===== config.mk =====
export PLATFORM = sky130hd
export DESIGN_NAME = dual_read_regbank
export DESIGN_NICKNAME = d
export VERILOG_FILES = /design/src/rtl/rb_pkg.sv /design/src/rtl/rb_store.sv /design/src/rtl/rb_read_port.sv /design/src/rtl/dual_read_regbank.sv
export SDC_FILE = /design/constraint.sdc
export NUM_CORES = 1
export LEC_CHECK = 0
export BUFFER_PORTS_ARGS = -buffer_cell sky130_fd_sc_hd__clkbuf_2
export CAP_MARGIN = 20
export CORE_MARGIN = 4
export CORE_UTILIZATION = 40
export DETAILED_ROUTE_END_ITERATION = 10
export PLACE_DENSITY = 0.67
export SYNTH_ARGS = -nofsm -noshare
export SYNTH_HDL_FRONTEND = slang
export SYNTH_SLANG_ARGS = --single-unit

===== constraint.sdc =====
create_clock -name clk -period 3.5 [get_ports clk]
set_clock_uncertainty 0.1 [all_clocks]
set_input_delay 0.35 -clock clk [delete_from_list [all_inputs] [get_ports clk]]
set_output_delay 0.35 -clock clk [all_outputs]
set_load 0.1 [all_outputs]

===== src/rtl/rb_pkg.sv =====
package rb_pkg;

   typedef enum logic [3:0] {
      SL_PC    = 4'd0,
      SL_AC    = 4'd1,
      SL_SP    = 4'd2,
      SL_IR    = 4'd3,
      SL_TIR   = 4'd4,
      SL_ZERO  = 4'd5,
      SL_ONE   = 4'd6,
      SL_MINUS = 4'd7,
      SL_AMSK  = 4'd8,
      SL_SMSK  = 4'd9,
      SL_GA    = 4'd10,
      SL_GB    = 4'd11,
      SL_GC    = 4'd12,
      SL_U13   = 4'd13,
      SL_U14   = 4'd14,
      SL_U15   = 4'd15
   } slot_e;

   localparam int unsigned SLOT_BITS = 4;
   localparam int unsigned NUM_WR    = 8;
   localparam int unsigned WR_IDX_W  = $clog2(NUM_WR);

   function automatic logic is_writable(input logic [SLOT_BITS-1:0] s);
      return (s <= 4'd4) || ((s >= 4'd10) && (s <= 4'd12));
   endfunction

   function automatic logic is_const(input logic [SLOT_BITS-1:0] s);
      return (s >= 4'd5) && (s <= 4'd9);
   endfunction

   // slots 0..4 map to storage 0..4, slots 10..12 map to storage 5..7
   function automatic logic [WR_IDX_W-1:0] wr_index(input logic [SLOT_BITS-1:0] s);
      logic [SLOT_BITS-1:0] t;
      t = (s <= 4'd4) ? s : s - 4'd5;
      return t[WR_IDX_W-1:0];
   endfunction

endpackage


===== src/rtl/rb_store.sv =====
module rb_store
   import rb_pkg::*;
#(
   parameter int unsigned DATA_W = 16
) (
   input  logic                             clk,
   input  logic                             rst,
   input  logic                             we,
   input  logic [SLOT_BITS-1:0]             sel,
   input  logic [DATA_W-1:0]                din,
   output logic [NUM_WR-1:0][DATA_W-1:0]    regs_q
);

   logic [NUM_WR-1:0] hit;

   always_comb begin
      hit = '0;
      if (we && is_writable(sel)) hit[wr_index(sel)] = 1'b1;
   end

   for (genvar gi = 0; gi < NUM_WR; gi++) begin : g_reg
      always_ff @(posedge clk) begin
         if (rst)          regs_q[gi] <= '0;
         else if (hit[gi]) regs_q[gi] <= din;
      end
   end


   property p_nonwritable_ignored;
      @(posedge clk) disable iff (rst)
         (we && !is_writable(sel)) |=> $stable(regs_q);
   endproperty
   nonwritable_ignored_chk: assert property (p_nonwritable_ignored);


   property p_no_we_no_change;
      @(posedge clk) disable iff (rst)
         !we |=> $stable(regs_q);
   endproperty
   no_we_no_change_chk: assert property (p_no_we_no_change);

endmodule


===== src/rtl/rb_read_port.sv =====
module rb_read_port
   import rb_pkg::*;
#(
   parameter int unsigned       DATA_W    = 16,
   parameter logic [DATA_W-1:0] AMASK_VAL = 'h0FFF,
   parameter logic [DATA_W-1:0] SMASK_VAL = 'h00FF
) (
   input  logic                          clk,
   input  logic                          rst,
   input  logic                          ld,
   input  logic [SLOT_BITS-1:0]          sel,
   input  logic [NUM_WR-1:0][DATA_W-1:0] regs,
   output logic [DATA_W-1:0]             q
);

   logic [DATA_W-1:0] bus;

   always_comb begin
      unique case (slot_e'(sel))
         SL_PC, SL_AC, SL_SP, SL_IR, SL_TIR,
         SL_GA, SL_GB, SL_GC: bus = regs[wr_index(sel)];
         SL_ONE:              bus = DATA_W'(1);
         SL_MINUS:            bus = '1;
         SL_AMSK:             bus = AMASK_VAL;
         SL_SMSK:             bus = SMASK_VAL;
         default:             bus = '0;
      endcase
   end

   always_ff @(posedge clk) begin
      if (rst)     q <= '0;
      else if (ld) q <= bus;
   end


   property p_hold_without_load;
      @(posedge clk) disable iff (rst)
         !ld |=> $stable(q);
   endproperty
   hold_without_load_chk: assert property (p_hold_without_load);

endmodule


===== src/rtl/dual_read_regbank.sv =====
module dual_read_regbank
   import rb_pkg::*;
#(
   parameter int unsigned       DATA_W    = 16,
   parameter logic [DATA_W-1:0] AMASK_VAL = 'h0FFF,
   parameter logic [DATA_W-1:0] SMASK_VAL = 'h00FF
) (
   input  logic              clk,
   input  logic              rst,
   input  logic [3:0]        a_sel,
   input  logic [3:0]        b_sel,
   input  logic              a_ld,
   input  logic              b_ld,
   input  logic [3:0]        wr_sel,
   input  logic [DATA_W-1:0] wr_data,
   input  logic              wr_en,
   output logic [DATA_W-1:0] a_latch,
   output logic [DATA_W-1:0] b_latch
);

   localparam int unsigned NUM_PORTS = 2;

   if (DATA_W < 12) begin : g_bad_width
      $error("dual_read_regbank: DATA_W must hold the 12-bit address mask");
   end
   if (SLOT_BITS != 4) begin : g_bad_slots
      $error("dual_read_regbank: slot map requires a 4-bit address");
   end

   logic [NUM_WR-1:0][DATA_W-1:0]    regs_q;
   logic [NUM_PORTS-1:0][3:0]        p_sel;
   logic [NUM_PORTS-1:0]             p_ld;
   logic [NUM_PORTS-1:0][DATA_W-1:0] p_q;

   assign p_sel   = {b_sel, a_sel};
   assign p_ld    = {b_ld, a_ld};
   assign a_latch = p_q[0];
   assign b_latch = p_q[1];

   rb_store #(.DATA_W(DATA_W)) u_store (
      .clk    (clk),
      .rst    (rst),
      .we     (wr_en),
      .sel    (wr_sel),
      .din    (wr_data),
      .regs_q (regs_q)
   );

   for (genvar gp = 0; gp < NUM_PORTS; gp++) begin : g_port
      rb_read_port #(
         .DATA_W    (DATA_W),
         .AMASK_VAL (AMASK_VAL),
         .SMASK_VAL (SMASK_VAL)
      ) u_port (
         .clk  (clk),
         .rst  (rst),
         .ld   (p_ld[gp]),
         .sel  (p_sel[gp]),
         .regs (regs_q),
         .q    (p_q[gp])
      );
   end


   property p_reset_clears;
      @(posedge clk) rst |=> (a_latch == '0 && b_latch == '0);
   endproperty
   reset_clears_chk: assert property (p_reset_clears);


   property p_const_minus_one;
      @(posedge clk) disable iff (rst)
         (a_ld && a_sel == 4'd7) |=> (a_latch == '1);
   endproperty
   const_minus_one_chk: assert property (p_const_minus_one);


   property p_const_amask;
      @(posedge clk) disable iff (rst)
         (b_ld && b_sel == 4'd8) |=> (b_latch == AMASK_VAL);
   endproperty
   const_amask_chk: assert property (p_const_amask);


   property p_unused_zero;
      @(posedge clk) disable iff (rst)
         (a_ld && a_sel >= 4'd13) |=> (a_latch == '0);
   endproperty
   unused_zero_chk: assert property (p_unused_zero);


   property p_same_slot_match;
      @(posedge clk) disable iff (rst)
         (a_ld && b_ld && a_sel == b_sel) |=> (a_latch == b_latch);
   endproperty
   same_slot_match_chk: assert property (p_same_slot_match);

endmodule


# --- Word-level counts from Yosys, hierarchy flattened ---
# Index checks and enable logic that the tools add are counted.
totals:
  reg_bits: 160
  inputBits: 33
  output_inout_bits: 32
  wordCells: 64
op_classes:
  addsub: 3
  magnitude_cmp: 9
  n_eq_ne: 22
  muxes: 12
  reduce_logical: 8
op_table:
  columns: ["operator", "n"]
  rows:
  - ["16-bit one-hot mux with 5 select lines", 2]
  - ["16-bit binary-select mux with 3-bit select", 2]
  - ["4-bit == test (second input constant)", 10]
  - ["16-bit 2-to-1 mux", 2]
  - ["4-bit by 3-bit == test with 1-bit output (second input constant)", 6]
  - ["4-bit by 2-bit == test with 1-bit output (second input constant)", 4]
  - ["8-bit OR reduction", 2]
  - ["4-bit by 3-bit less-or-equal comparator with 1-bit output (second input constant)", 3]
  - ["3-bit by 4-bit less-than comparator with 1-bit output (second input constant)", 3]
  - ["3-bit 2-to-1 mux", 3]
  - ["3-bit subtractor (second input constant)", 3]
  - ["4-bit by 1-bit == test with 1-bit output (second input constant)", 2]
  - ["4-bit logical NOT", 2]
  - ["8-bit 2-to-1 mux", 1]
  - ["4-bit greater-or-equal comparator (second input constant)", 1]
  - ["4-bit less-or-equal comparator (second input constant)", 1]
  - ["1-bit demux with 3-bit select", 1]
  - ["3-bit by 1-bit greater-or-equal comparator with 1-bit output (second input constant)", 1]
  - ["1-bit logical AND", 3]
  - ["1-bit logical OR", 1]
  - ["1-bit 2-to-1 mux", 1]

# --- Depth between registers and ports, before layout ---
# Gate-level depths: netlist of run 1.
logic_depth:
  word_depth: 7
  mapped_depth: 12
  depth_no_buf: 8

# --- Cells and area by module ---
# A second synthesis of run 1 with hierarchy kept.
hier_totals:
  hier_cells: 1253
  area_unflattened_um2: 11247.0
by_module_without_submodules:
  columns: ["mod", "instances", "cells_each", "area_per_inst_um2", "seq_area_each_um2"]
  rows:
  - ["rb_store", 1, 472, 5381.4, 2562.5]
  - ["rb_read_port (g_port[0].u_port)", 1, 395, 2939.1, 320.3]
  - ["rb_read_port (g_port[1].u_port)", 1, 386, 2926.6, 320.3]

# --- Least setup slack after synthesis of run 1 ---
# Ideal clock, no wire load.
synth_path:
  path_kind: "input-to-reg"
  start: "input a_sel[0]"
  end: "register g_port[0].u_port.q[7]"
  setup_ps: 143
  arrival_time_ps: 2176
  path_slack_ps: 1081
  cell_stages: 12
  cell_sequence: "buf_2 -> inv_1 -> ha_1 -> clkbuf_2 -> nor2b_1 -> a21oi_1 -> buf_4 -> mux2i_4 -> buf_2 -> a221o_1 -> a221oi_1 -> o32ai_1"
synth_via:
  elab_chain_len: 5
  elab_cells_between_ends: 19
  classes_between: "add/sub (1); order compare (1); eq/ne (11); mux (4); reduce/logical (2)"
synth_lines:
  columns: ["item", "line_no", "rtl"]
  rows:
  - ["from (decl)", "dual_read_regbank.sv:10", "input logic [3:0] a_sel,"]
  - ["4-bit by 3-bit less-or-equal comparator with 1-bit output or 3-bit subtractor (tied branches)", "rb_pkg.sv:37", "t = (s <= 4'd4) ? s : s - 4'd5;"]
  - ["3-bit 2-to-1 mux", "rb_pkg.sv:37", null]
  - ["16-bit binary-select mux with 3-bit select", "rb_read_port.sv:21", "SL_GA, SL_GB, SL_GC: bus = regs[wr_index(sel)];"]
  - ["16-bit 2-to-1 mux (not written as such)", "rb_read_port.sv:21", null]
  - ["16-bit one-hot mux with 5 select lines (*)", "rb_read_port.sv:19", "unique case (slot_e'(sel))"]
  - ["to (signal assigned)", "rb_read_port.sv:32", "else if (ld) q <= bus;"]
  - ["to (decl)", "rb_read_port.sv:13", "output logic [DATA_W-1:0] q"]
# Every way passes the cells marked *; elsewhere a longest branch is shown, timed or not. The select of a mux whose other input is x is not followed.
# A chain may end at the register's enable or synchronous reset.

# --- Final worst setup path of run 1 ---
layout_path:
  start: "input b_sel[0]"
  end: "register g_port[1].u_port.q[1]"
layout_via:
  elab_chain_len: 5
  elab_cells_between_ends: 19
  classes_between: "add/sub (1); order compare (1); eq/ne (11); mux (4); reduce/logical (2)"
layout_lines:
  columns: ["item", "line_no", "rtl"]
  rows:
  - ["from (decl)", "dual_read_regbank.sv:11", "input logic [3:0] b_sel,"]
  - ["4-bit by 3-bit less-or-equal comparator with 1-bit output or 3-bit subtractor (tied branches)", "rb_pkg.sv:37", null]
  - ["3-bit 2-to-1 mux", "rb_pkg.sv:37", null]
  - ["16-bit binary-select mux with 3-bit select", "rb_read_port.sv:21", null]
  - ["16-bit 2-to-1 mux (not written as such)", "rb_read_port.sv:21", null]
  - ["16-bit one-hot mux with 5 select lines (*)", "rb_read_port.sv:19", null]
  - ["to (signal assigned)", "rb_read_port.sv:32", null]
  - ["to (decl)", "rb_read_port.sv:13", null]
# Marked as above.

==> qor.yml, run 1 <==
outcome:
  status: "complete, no violations"
final_layout:
  diodes: 0
  syn_to_final_growth_pct: 12.8
  nFillCells: 2025
  final_cells: 1338
  drive_gt1_frac: 0.148
  num-nets-final: 1092
power_and_ir_drop:
  ir_drop_v: 0.000351
  power.density_mw_per_mm2: 462
  leakagePower_nw: 4.42
synthesis:
  syn-num-nets: 1066
  avgSynthCellArea_sq_um: 8.58
  synth_edf_count: 0
  yosys_warnings: 0
  synth.area.top_cells: "dfxtp_1 (36%), mux2i_1 (16%), nor2_1 (7.0%)"
  yosys_register_bits: 160
  synth_area_sq_mm: 0.00878
  yosys.area.top_type: "dfxtp_1"
  ys.flop_type: "dfxtp_1"
  synth.distinct_cells: 63
  ys_seq_area_frac: 0.365
  yosysTopAreaCellShare: 0.365
  syn_inst: 1024
  ys_async_sr_fraction: 0
global_route:
  antenna_found_initial: 2
  grt_pass1_wl_mm: 43.6
  grt_pass1_vias: 7504
  grt_use_total: 0.229
  grt-ovfl-total: 0
  grt_max_degree: 112
worst_setup_path:
  end_kind: "register"
  crit_type: "in2reg"
  r2r_end: "g_port[1].u_port.q[4]$_SDFFE_PP0P_"
  crit_required_ps: 3740
  max_stage_delay_ps: 480
  cp_num_cells: 9
  critPathLaunchType: "input pin"
  rrSetupSlack_ps: 1930
  startpoint: "b_sel[0]"
  path_buf_inv: 2
  r2r-start: "u_store.regs_q[52]$_SDFFE_PP0P_"
  cp.arrival_ps: 2900
  rr_worst_depth: 6
  cp_top_family: "simple AND/OR/NAND/NOR gates"
  cp_max_fo: 14
  crit_slowest_cell: "ha_1"
  cp-endpoint: "g_port[1].u_port.q[1]$_SDFFE_PP0P_"
  path_cells: "clkbuf_2, inv_1, ha_1, nor2_1, o21ai_1, nand2_1, nor4_1, a31oi_1, nor3_1"
clock_network:
  htreeDepth: 4
  cts_tree: "yes"
  clock-root-buffer: "clkbuf_16"
  worstSkewPairLatency_ps: 430
  hold_buffers: 0
  ctsResizeCount: 0
  numClockSinks: 160
  clock_path_buffers: 2
  cts_setup_buffers: 0
  clk_pin_slew_ps: 70
  cts_buffers: 17
floorplan:
  die_height_um: 156
  start_util: 0.413
  die-area_sq_mm: 0.0244
  num_rows: 53
  die-width_um: 156
  boundaryPins: 65
  core_sq_mm: 0.0213
route:
  drt_iter0_markers: 1002
  ant_nets: 0
  wl_per_cell_um: 21.2
  first_pass_iters: 6
  vias_per_cell: 6.05
  drc_errors: 0
  vias: 8097
  routed_wirelength_mm: 28.3
timing:
  maxSlewViolCount: 0
  holdWs_ps: 150
  fmax_mhz: 376
  final-hold-violation-count: 0
  timing.final.crit_share: 0.760
  rsz0062_at_grt: "false"
  setup_slack_ps: 841
  worst_slew_pin_slew_ps: 688
  final.min_clock_period_ps: 2660
  setup_viol: 0
  setup-tns-final_ps: 0
  max-slew-margin-rel: 0.541
placement:
  dp_cells: 1306
  numPortBuffers: 64
  place_congestion: 1.07
  hpwl_mm: 18.8
  dp_slack_ps: 584
hold_path:
  hold_class: "in2reg"
  worstHoldStart: "wr_data[15]"
flow_run:
  maxCapViolations: 0
[worst min-delay path: stages]
cell,delay (ps)
clkbuf_2,150
nand2_1,80
a21oi_1,50
[layer usage]
layer | part of all wire | track usage | vias up
met2 | 0.42 | 0.334 | 459
met1 | 0.43 | 0.328 | 3810
met4 | 0.034 | 0.0884 | 4
met5 | 0.00095 | 0 | -
met3 | 0.11 | 0.0530 | 76
li1 | - | - | 3748
[Yosys cell counts (all sizes together), types with 2 or more instances]
cell	count
a211o	7
a211oi	6
a21boi	8
a21o	2
a21oi	40
a221o	7
a221oi	8
a22oi	14
a31oi	15
a32o	2
a32oi	8
a41o	8
and2	4
and3b	2
buf	36
clkbuf	52
dfxtp	160
ha	9
inv	10
mux2i	144
mux4	16
nand2	100
nand2b	24
nand3	28
nand3b	7
nand4	4
nor2	165
nor2b	7
nor3	14
nor3b	2
nor4	6
o2111ai	3
o21ai	44
o21bai	10
o22ai	24
o31a	2
o32ai	8
or2	4
xnor2	2
[sequential cells by signal, summed over array words and instances, names as in the netlist]
| register | cells |
|---|---|
| u_store.regs_q | 128 |
| g_port.u_port.q | 32 |
[how the worst min path moves through the flow]
stage          cells past startpoint  slack [ps]                            endpoint
6_report                           3         150     u_store.regs_q[79]$_SDFFE_PP0P_
5_1_grt                            3         150     u_store.regs_q[75]$_SDFFE_PP0P_
4_1_cts                            3         140     u_store.regs_q[77]$_SDFFE_PP0P_
3_5_place_dp                       2         370  g_port[1].u_port.q[4]$_SDFFE_PP0P_
3_3_place_gp                       2         370  g_port[1].u_port.q[1]$_SDFFE_PP0P_
2_1_floorplan                      2         360     u_store.regs_q[72]$_SDFFE_PP0P_
[report_power, final]
group	leakage (nW)	internal (mW)	total (mW)	switching, mW
registers	1.30	1.87	1.91	0.0413
logic	2.84	0.244	0.828	0.584
clock network	0.280	1.01	1.84	0.829
total	4.42	3.12	4.57	1.45
[layout by cell type (no fill, tap or decap), drive strengths merged, types with 6 or more instances in the layout]
cell type	instances
a211o	7
a211oi	6
a21boi	8
a21oi	40
a221o	7
a221oi	8
a22oi	14
a31oi	15
a32oi	8
a41o	8
buf	32
clkbuf	81
dfxtp	160
ha	9
inv	18
mux2i	144
mux4	16
nand2	100
nand2b	24
nand3	28
nand3b	7
nor2	165
nor2b	7
nor3	14
nor4	6
o21ai	44
o21bai	10
o22ai	24
o32ai	8
[cells by family after synthesis]
family | Yosys count | share of synthesized area
AO/OA/AOI/OAI | 224 | 0.174
XOR/XNOR | 2 | 0.00199
adder cells (fa/ha/maj) | 9 | 0.0128
buffers and inverters | 98 | 0.0499
flip-flops | 160 | 0.365
multiplexers | 160 | 0.207
AND/OR/NAND/NOR | 371 | 0.190
[metrics by stage]
step | cell area [sq um] | power, mW | utilization
floorplan | 8780 | 2.54 | -
global placement | 9330 | 2.75 | 0.438
detailed placement | 9330 | 2.76 | 0.438
CTS | 9900 | 4.58 | 0.465
global route | 9900 | 4.72 | 0.465
finish | 9900 | 4.57 | 0.465
[area by class of cell]
| cell class | count | area, sq um | share of cell area |
|---|---|---|---|
| tap | 275 | 344 | 0.0347 |
| timing repair buffer | 95 | 593 | 0.0599 |
| clock buffer | 18 | 429 | 0.0433 |
| clock inverter | 14 | 148 | 0.0149 |
| sequential | 160 | 3200 | 0.323 |
| multi-input combinational | 766 | 5150 | 0.520 |
| inverter | 10 | 37.5 | 0.00379 |
No activity file was read; power rests on OpenSTA's default activity.
==> run 2, diff against run 1 <==
ABC_AREA = 1   (was unset)
PLACE_DENSITY = 0.69   (was 0.67)
clock period = 2.39 ns   (was 3.5 ns; I/O delays follow)
==> qor.yml, run 2 <==
route:
  vias: 9070  # +12%
  drc_errors: 0  # unchanged
  ant_nets: 0  # unchanged
  wl_per_cell_um: 17.5  # -18%
  first_pass_iters: 6  # unchanged
  vias_per_cell: 5.68  # -6.1%
  routed_wirelength_mm: 27.9  # -1.7%
  drt_iter0_markers: 1138  # +14%
floorplan:
  die_height_um: 154  # -1.1%
  core_sq_mm: 0.0210  # -1.2%
  num_rows: 53  # unchanged
  die-area_sq_mm: 0.0238  # -2.3%
  start_util: 0.408  # -0.00485
  die-width_um: 154  # -1.1%
  boundaryPins: 65  # unchanged
final_layout:
  syn_to_final_growth_pct: 15.0
  largest_reg_flops: 128  # unchanged
  drive_gt1_frac: 0.128  # -0.0198
  layout_commonest_cell: "nand3_1"
  fin_util: 0.469  # +0.00355
  diodes: 0  # unchanged
  num-nets-final: 1350  # +24%
  layout_common_cells: "nand3_1 (242), nand2_1 (208), dfxtp_1 (160)"
  regMostFlops: "u_store.regs_q"
  largest_registers: "u_store.regs_q (128), g_port.u_port.q (32)"
global_route:
  grt_use_total: 0.232  # +0.00336
  grt-ovfl-total: 0  # unchanged
  grt_pass1_wl_mm: 44.7  # +2.4%
  grt_pass1_vias: 8130  # +8.3%
  antenna_found_initial: 0  # -2
  grt_max_degree: 145  # +29%
placement:
  hpwl_mm: 18.7  # -0.59%
  numPortBuffers: 64  # unchanged
  place_congestion: 0.936  # -13%
worst_setup_path:
  end_kind: "register"
  path_cells: "clkbuf_2, inv_1, ha_1, inv_1, nand2_1, nand3_1, buf_4, nand3_1, nand3_1, nand3_1, nand3_1, nand2_1, nand2_1, a21oi_1"
  cp_max_fo: 22  # +8
  crit_required_ps: 2600  # -1140 ps
  cp.arrival_ps: 2060  # -840 ps
  crit_slowest_cell: "buf_4"
  crit_type: "in2reg"
  max_stage_delay_ps: 300  # -180 ps
  path_common_cell: "nand3_1"
  critPathLaunchType: "input pin"
synthesis:
  ys_async_sr_fraction: 0  # unchanged
  ys_seq_area_frac: 0.374  # +0.00900
  ys.flop_type: "dfxtp_1"
  yosysTopAreaCellShare: 0.374  # +0.00900
  yosys_register_bits: 160  # unchanged
  yosys_warnings: 0  # unchanged
  synth.distinct_cells: 32  # -49%
  synth-compound-area-share: 0.228  # +0.0545
  synthAdderAreaFrac: 0.0131  # +0.000316
  synthTopCellsByCount: "nand3_1 (242), nand2_1 (210), dfxtp_1 (160)"
  synth_area_sq_mm: 0.00857  # -2.4%
  synth.most_common_cell: "nand3_1"
  synth_xor_area_frac: 0.00190  # -0.0000968
  synth.area.top_cells: "dfxtp_1 (37%), nand3_1 (14%), nand2_1 (9.2%)"
  avgSynthCellArea_sq_um: 6.77  # -21%
  synth_edf_count: 0  # unchanged
  synth-simple-area-share: 0.274  # +0.0835
  synth_top_family_by_area: "simple AND/OR/NAND/NOR gates"
  synth_mux_area_frac: 0  # -0.207
  syn_inst: 1267  # +24%
  syn-num-nets: 1309  # +23%
  yosys.area.top_type: "dfxtp_1"
timing:
  fmax_mhz: 540
  timing.final.crit_share: 0.775
  rsz0062_at_grt: "false"
  worst_slew_pin_slew_ps: 571  # -117 ps
  maxSlewViolCount: 0  # unchanged
  final.min_clock_period_ps: 1850
  max-slew-margin-rel: 0.619  # +0.0779
  setup_viol: 0  # unchanged
  setup-tns-final_ps: 0  # unchanged
  final-hold-violation-count: 0  # unchanged
clock_network:
  clock_path_buffers: 2  # unchanged
  cts_buffers: 17  # unchanged
  worstSkewPairLatency_ps: 440  # about the same
  htreeDepth: 4  # unchanged
  ctsResizeCount: 0  # unchanged
  clock-root-buffer: "clkbuf_16"
  clk_pin_slew_ps: 70  # about the same
  hold_buffers: 0  # unchanged
  numClockSinks: 160  # unchanged
  cts_setup_buffers: 0  # unchanged
  cts_tree: "yes"
power_and_ir_drop:
  ir_drop_v: 0.000509  # +45%
  internal_power_mw: 4.64  # +49%
  sequentialPowerShare: 0.393  # -0.024
  clkPwrFrac: 0.372  # -0.030
  switchingPower_mw: 2.57  # +77%
  swShare: 0.356  # +0.0381
  power_frac_comb: 0.235  # +0.054
  leakagePower_nw: 4.26  # -3.7%
  power.density_mw_per_mm2: 732  # +58%
outcome:
  status: "complete, no violations"
flow_run:
  maxCapViolations: 0  # unchanged
hold_path:
  hold_class: "in2reg"
==> run 2: cell types whose count changed after synthesis, sizes merged, moves of 61 or more <==
cell,change
nand3,+214
mux2i,-144
inv,+122
nand2,+112
o21ai,+105
nor2,-99
a21oi,+96
o211ai,+61
==> run 2: cell families (layout without fill, tap and decap cells) <==
logic type,Yosys count,count (layout)
buffers and inverters,221,275
XOR/XNOR,1,1
adder cells (fa/ha/maj),9,9
AND/OR/NAND/NOR,525,525
AO/OA/AOI/OAI,351,351
flip-flops,160,160
==> run 2: cell type report <==
| cell class | count | area [sq um] |
|---|---|---|
| Fill cell | 2113 | 11200 |
| Multi-Input combinational cell | 886 | 4440 |
| Sequential cell | 160 | 3200 |
| Timing Repair Buffer | 109 | 796 |
| Inverter | 134 | 505 |
| Clock buffer | 17 | 425 |
| Tap cell | 275 | 344 |
| Clock inverter | 15 | 144 |
==> run 2: path summary, 6_finish.rpt <==
| check | start | to | slack (ps) | cells past startpoint |
|---|---|---|---|---|
| worst max-delay path | b_sel[0] | g_port[1].u_port.q[13]$_SDFFE_PP0P_ | 540 | 14 |
| worst min-delay path | wr_data[0] | u_store.regs_q[0]$_SDFFE_PP0P_ | 60 | 3 |
| worst max register to register | u_store.regs_q[77]$_SDFFE_PP0P_ | g_port[1].u_port.q[13]$_SDFFE_PP0P_ | 1130 | 8 |
| worst min register to register | g_port[1].u_port.q[15]$_SDFFE_PP0P_ | g_port[1].u_port.q[15]$_SDFFE_PP0P_ | 360 | 2 |
==> run 2: worst max-delay path: cells and delay by family <==
family                   cells  cell delay [ps]
AND/OR/NAND/NOR              8              860
AO/OA/AOI/OAI                1               60
buffers and inverters        4              650
adder cells (fa/ha/maj)      1              230
==> run 2: power groups by stage <==
stage / clock network [mW] / registers (mW) / logic (mW)
detailed placement: 0 / 2.90 / 1.66
global route: 2.83 / 2.85 / 1.84
floorplan: 0 / 3.17 / 0.903
finish: 2.68 / 2.84 / 1.70
global placement: 0 / 2.89 / 1.64
CTS: 2.69 / 2.84 / 1.67
==> run 2: per-stage QoR <==
step	area, sq um	total power [mW]	cells	hold WS [ps]	setup slack (ps)
CTS	9860	7.20	1596	48.0	585
global route	9860	7.51	1596	54.6	319
finish	9860	7.21	1596	59.3	538
global placement	9290	4.53	1564	353	173
floorplan	8570	4.07	1267	274	396
detailed placement	9290	4.55	1564	356	125
==> run 2: metal layers <==
metal | share of wire | track usage | vias to the layer above | wire [um]
li1 | - | - | 4384 | -
met1 | 0.42 | 0.326 | 4131 | 11800
met2 | 0.44 | 0.349 | 483 | 12100
met3 | 0.11 | 0.0565 | 72 | 2990
met4 | 0.033 | 0.0803 | 0 | 916
met5 | 0 | 0 | - | 0
==> run 3, diff against run 2 <==
ABC_AREA = 0   (was 1)
clock period = 1.6 ns   (was 2.39 ns; I/O delays follow)
==> qor.yml, run 3 (synthesized netlist as in run 1, its figures left out) <==
outcome:
  status: "complete, but fails checks"
  violations: "negative setup slack"
timing:
  maxSlewViolCount: 0  # unchanged
  rsz0062_at_grt: "true"
  fmax_mhz: 601
  max-slew-margin-rel: 0.630  # +0.0113
  holdWs_ps: 17.9  # -41.4 ps
  final-hold-violation-count: 0  # unchanged
  timing.final.crit_share: 1.04
  setup_slack_ps: -63.7  # -602 ps
  worst_slew_pin_slew_ps: 557  # -14.5 ps
  final.min_clock_period_ps: 1660
  setup_viol: 5  # +5
floorplan:
  die_height_um: 156  # +1.2%
  die-width_um: 156  # +1.2%
  boundaryPins: 65  # unchanged
  num_rows: 53  # unchanged
  die-area_sq_mm: 0.0244  # +2.3%
  core_sq_mm: 0.0213  # +1.3%
  start_util: 0.413  # +0.00485
final_layout:
  largest_reg_flops: 128  # unchanged
  largest_registers: "u_store.regs_q (128), g_port.u_port.q (32)"
  regMostFlops: "u_store.regs_q"
  final_cells: 1460  # -8.5%
  drive_gt1_frac: 0.297  # +0.169
  layout_common_cells: "nor2_1 (163), dfxtp_1 (160), mux2i_1 (141)"
  num-nets-final: 1212  # -10%
  nFillCells: 1851  # -12%
  layout_commonest_cell: "nor2_1"
  syn_to_final_growth_pct: 34.1
worst_setup_path:
  critPathLaunchType: "input pin"
  max_stage_delay_ps: 380  # +80 ps
  end_kind: "register"
  cp.arrival_ps: 1880  # -180 ps
  crit_slowest_cell: "a221o_1"
  cp_max_fo: 6  # -73%
  crit_required_ps: 1810  # -790 ps
  path_buf_inv: 4  # unchanged
  cp_top_family: "compound AO/OA/AOI/OAI gates"
  path_cells: "buf_8, clkinv_8, ha_4, nor2b_4, a21oi_4, buf_6, mux2i_4, a221o_1, a221oi_2, buf_4, o32ai_2"
  crit_type: "in2reg"
clock_network:
  clock-root-buffer: "clkbuf_16"
  htreeDepth: 4  # unchanged
  numClockSinks: 160  # unchanged
  worstSkewPairLatency_ps: 430  # about the same
  clock_path_buffers: 2  # unchanged
  cts_buffers: 17  # unchanged
  clk_pin_slew_ps: 70  # about the same
  cts_tree: "yes"
global_route:
  grt_use_total: 0.238  # +0.00617
  antenna_found_initial: 2  # +2
  grt_max_degree: 51  # -65%
  grt_pass1_wl_mm: 45.6  # +1.9%
  grt_pass1_vias: 8231  # +1.2%
  grt-ovfl-total: 0  # unchanged
placement:
  dp_cells: 1402  # -10%
  place_congestion: 0.948  # +1.3%
  numPortBuffers: 64  # unchanged
  hpwl_mm: 20.7  # +11%
power_and_ir_drop:
  power.density_mw_per_mm2: 901  # +23%
  leakagePower_nw: 5.27  # +24%
  ir_drop_v: 0.000622  # +22%
hold_path:
  hold_class: "in2reg"
route:
  vias_per_cell: 5.97  # +5.0%
  drt_iter0_markers: 834  # -27%
  ant_nets: 0  # unchanged
  wl_per_cell_um: 20.5  # +17%
  drc_errors: 0  # unchanged
  first_pass_iters: 5  # -1
  vias: 8714  # -3.9%
  routed_wirelength_mm: 29.9  # +7.2%
flow_run:
  maxCapViolations: 0  # unchanged
## run 3: cell types whose count changed in the layout (fill, tap and decap cells not counted), sizes merged, moves of 16 or more
| cell | delta |
|---|---|
| o22ai | +24 |
| a21oi | -96 |
| nand3 | -214 |
| mux4 | +16 |
| o21ai | -105 |
| buf | +102 |
| o211ai | -61 |
| nand2b | +24 |
| inv | -122 |
| mux2i | +144 |
| nor2 | +99 |
| nand2 | -112 |
## run 3: area by class of cell
cell class	count	area [sq um]	share of cell area
inverters	10	70.1	0.00595
clock inverters	14	138	0.0117
well taps	275	344	0.0292
repair buffers	215	1920	0.163
diodes	2	5.00	0.000425
flip-flops and latches	160	3200	0.272
multi-input cells	766	5660	0.481
clock buffers	18	439	0.0373
## run 3: metrics by stage
stage / instance area [sq um] / total power [mW] / worst slack (ps) / util / TNS [ps]
after floorplan: 9180 / 5.68 / -447 / - / -11480
after global placement: 10500 / 6.40 / -632 / 0.495 / -42020
after detailed placement: 10500 / 6.42 / -668 / 0.495 / -46140
after CTS: 11500 / 10.5 / -34.2 / 0.541 / -201
after global routing: 11800 / 11.0 / -102 / 0.553 / -1090
final: 11800 / 10.6 / -63.7 / 0.553 / -150
## run 3: worst paths after layout
check | from | to | slack (ps) | depth (start not counted)
min | wr_data[4] | u_store.regs_q[68]$_SDFFE_PP0P_ | 20 | 3
max | a_sel[0] | g_port[0].u_port.q[3]$_SDFFE_PP0P_ | -60 | 11
min reg2reg | u_store.regs_q[64]$_SDFFE_PP0P_ | u_store.regs_q[64]$_SDFFE_PP0P_ | 400 | 2
max reg2reg | u_store.regs_q[51]$_SDFFE_PP0P_ | g_port[1].u_port.q[3]$_SDFFE_PP0P_ | 50 | 6
## run 3: timing repair
action / 4_1_cts / 5_1_grt
gates cloned: 2 / 1
pin swaps: 24 / 23
hold buffers: 12 / 0
setup endpoints to repair: 27 / 37
gates resized for setup: 46 / 53
buffers inserted: 8 / 5
hold endpoints to repair: 36 / 0
## run 3: power breakdown
part           internal, mW  switching [mW]  total [mW]
sequential             4.09          0.0879        4.17
combinational         0.975            1.48        2.46
clock                  2.11            1.87        3.99
total                  7.18            3.44        10.6
## run 3: routing by layer
| layer | track usage | share of wire | wire length [um] |
|---|---|---|---|
| met5 | 0 | 0 | 0 |
| met4 | 0.0971 | 0.040 | 1190 |
| met3 | 0.0463 | 0.094 | 2820 |
| met2 | 0.375 | 0.45 | 13400 |
| met1 | 0.323 | 0.42 | 12500 |
## run 3: tightest hold or removal path, cell delays in order
cell and delay, ps:
clkbuf_2 190, nand2_1 100, a21oi_1 50
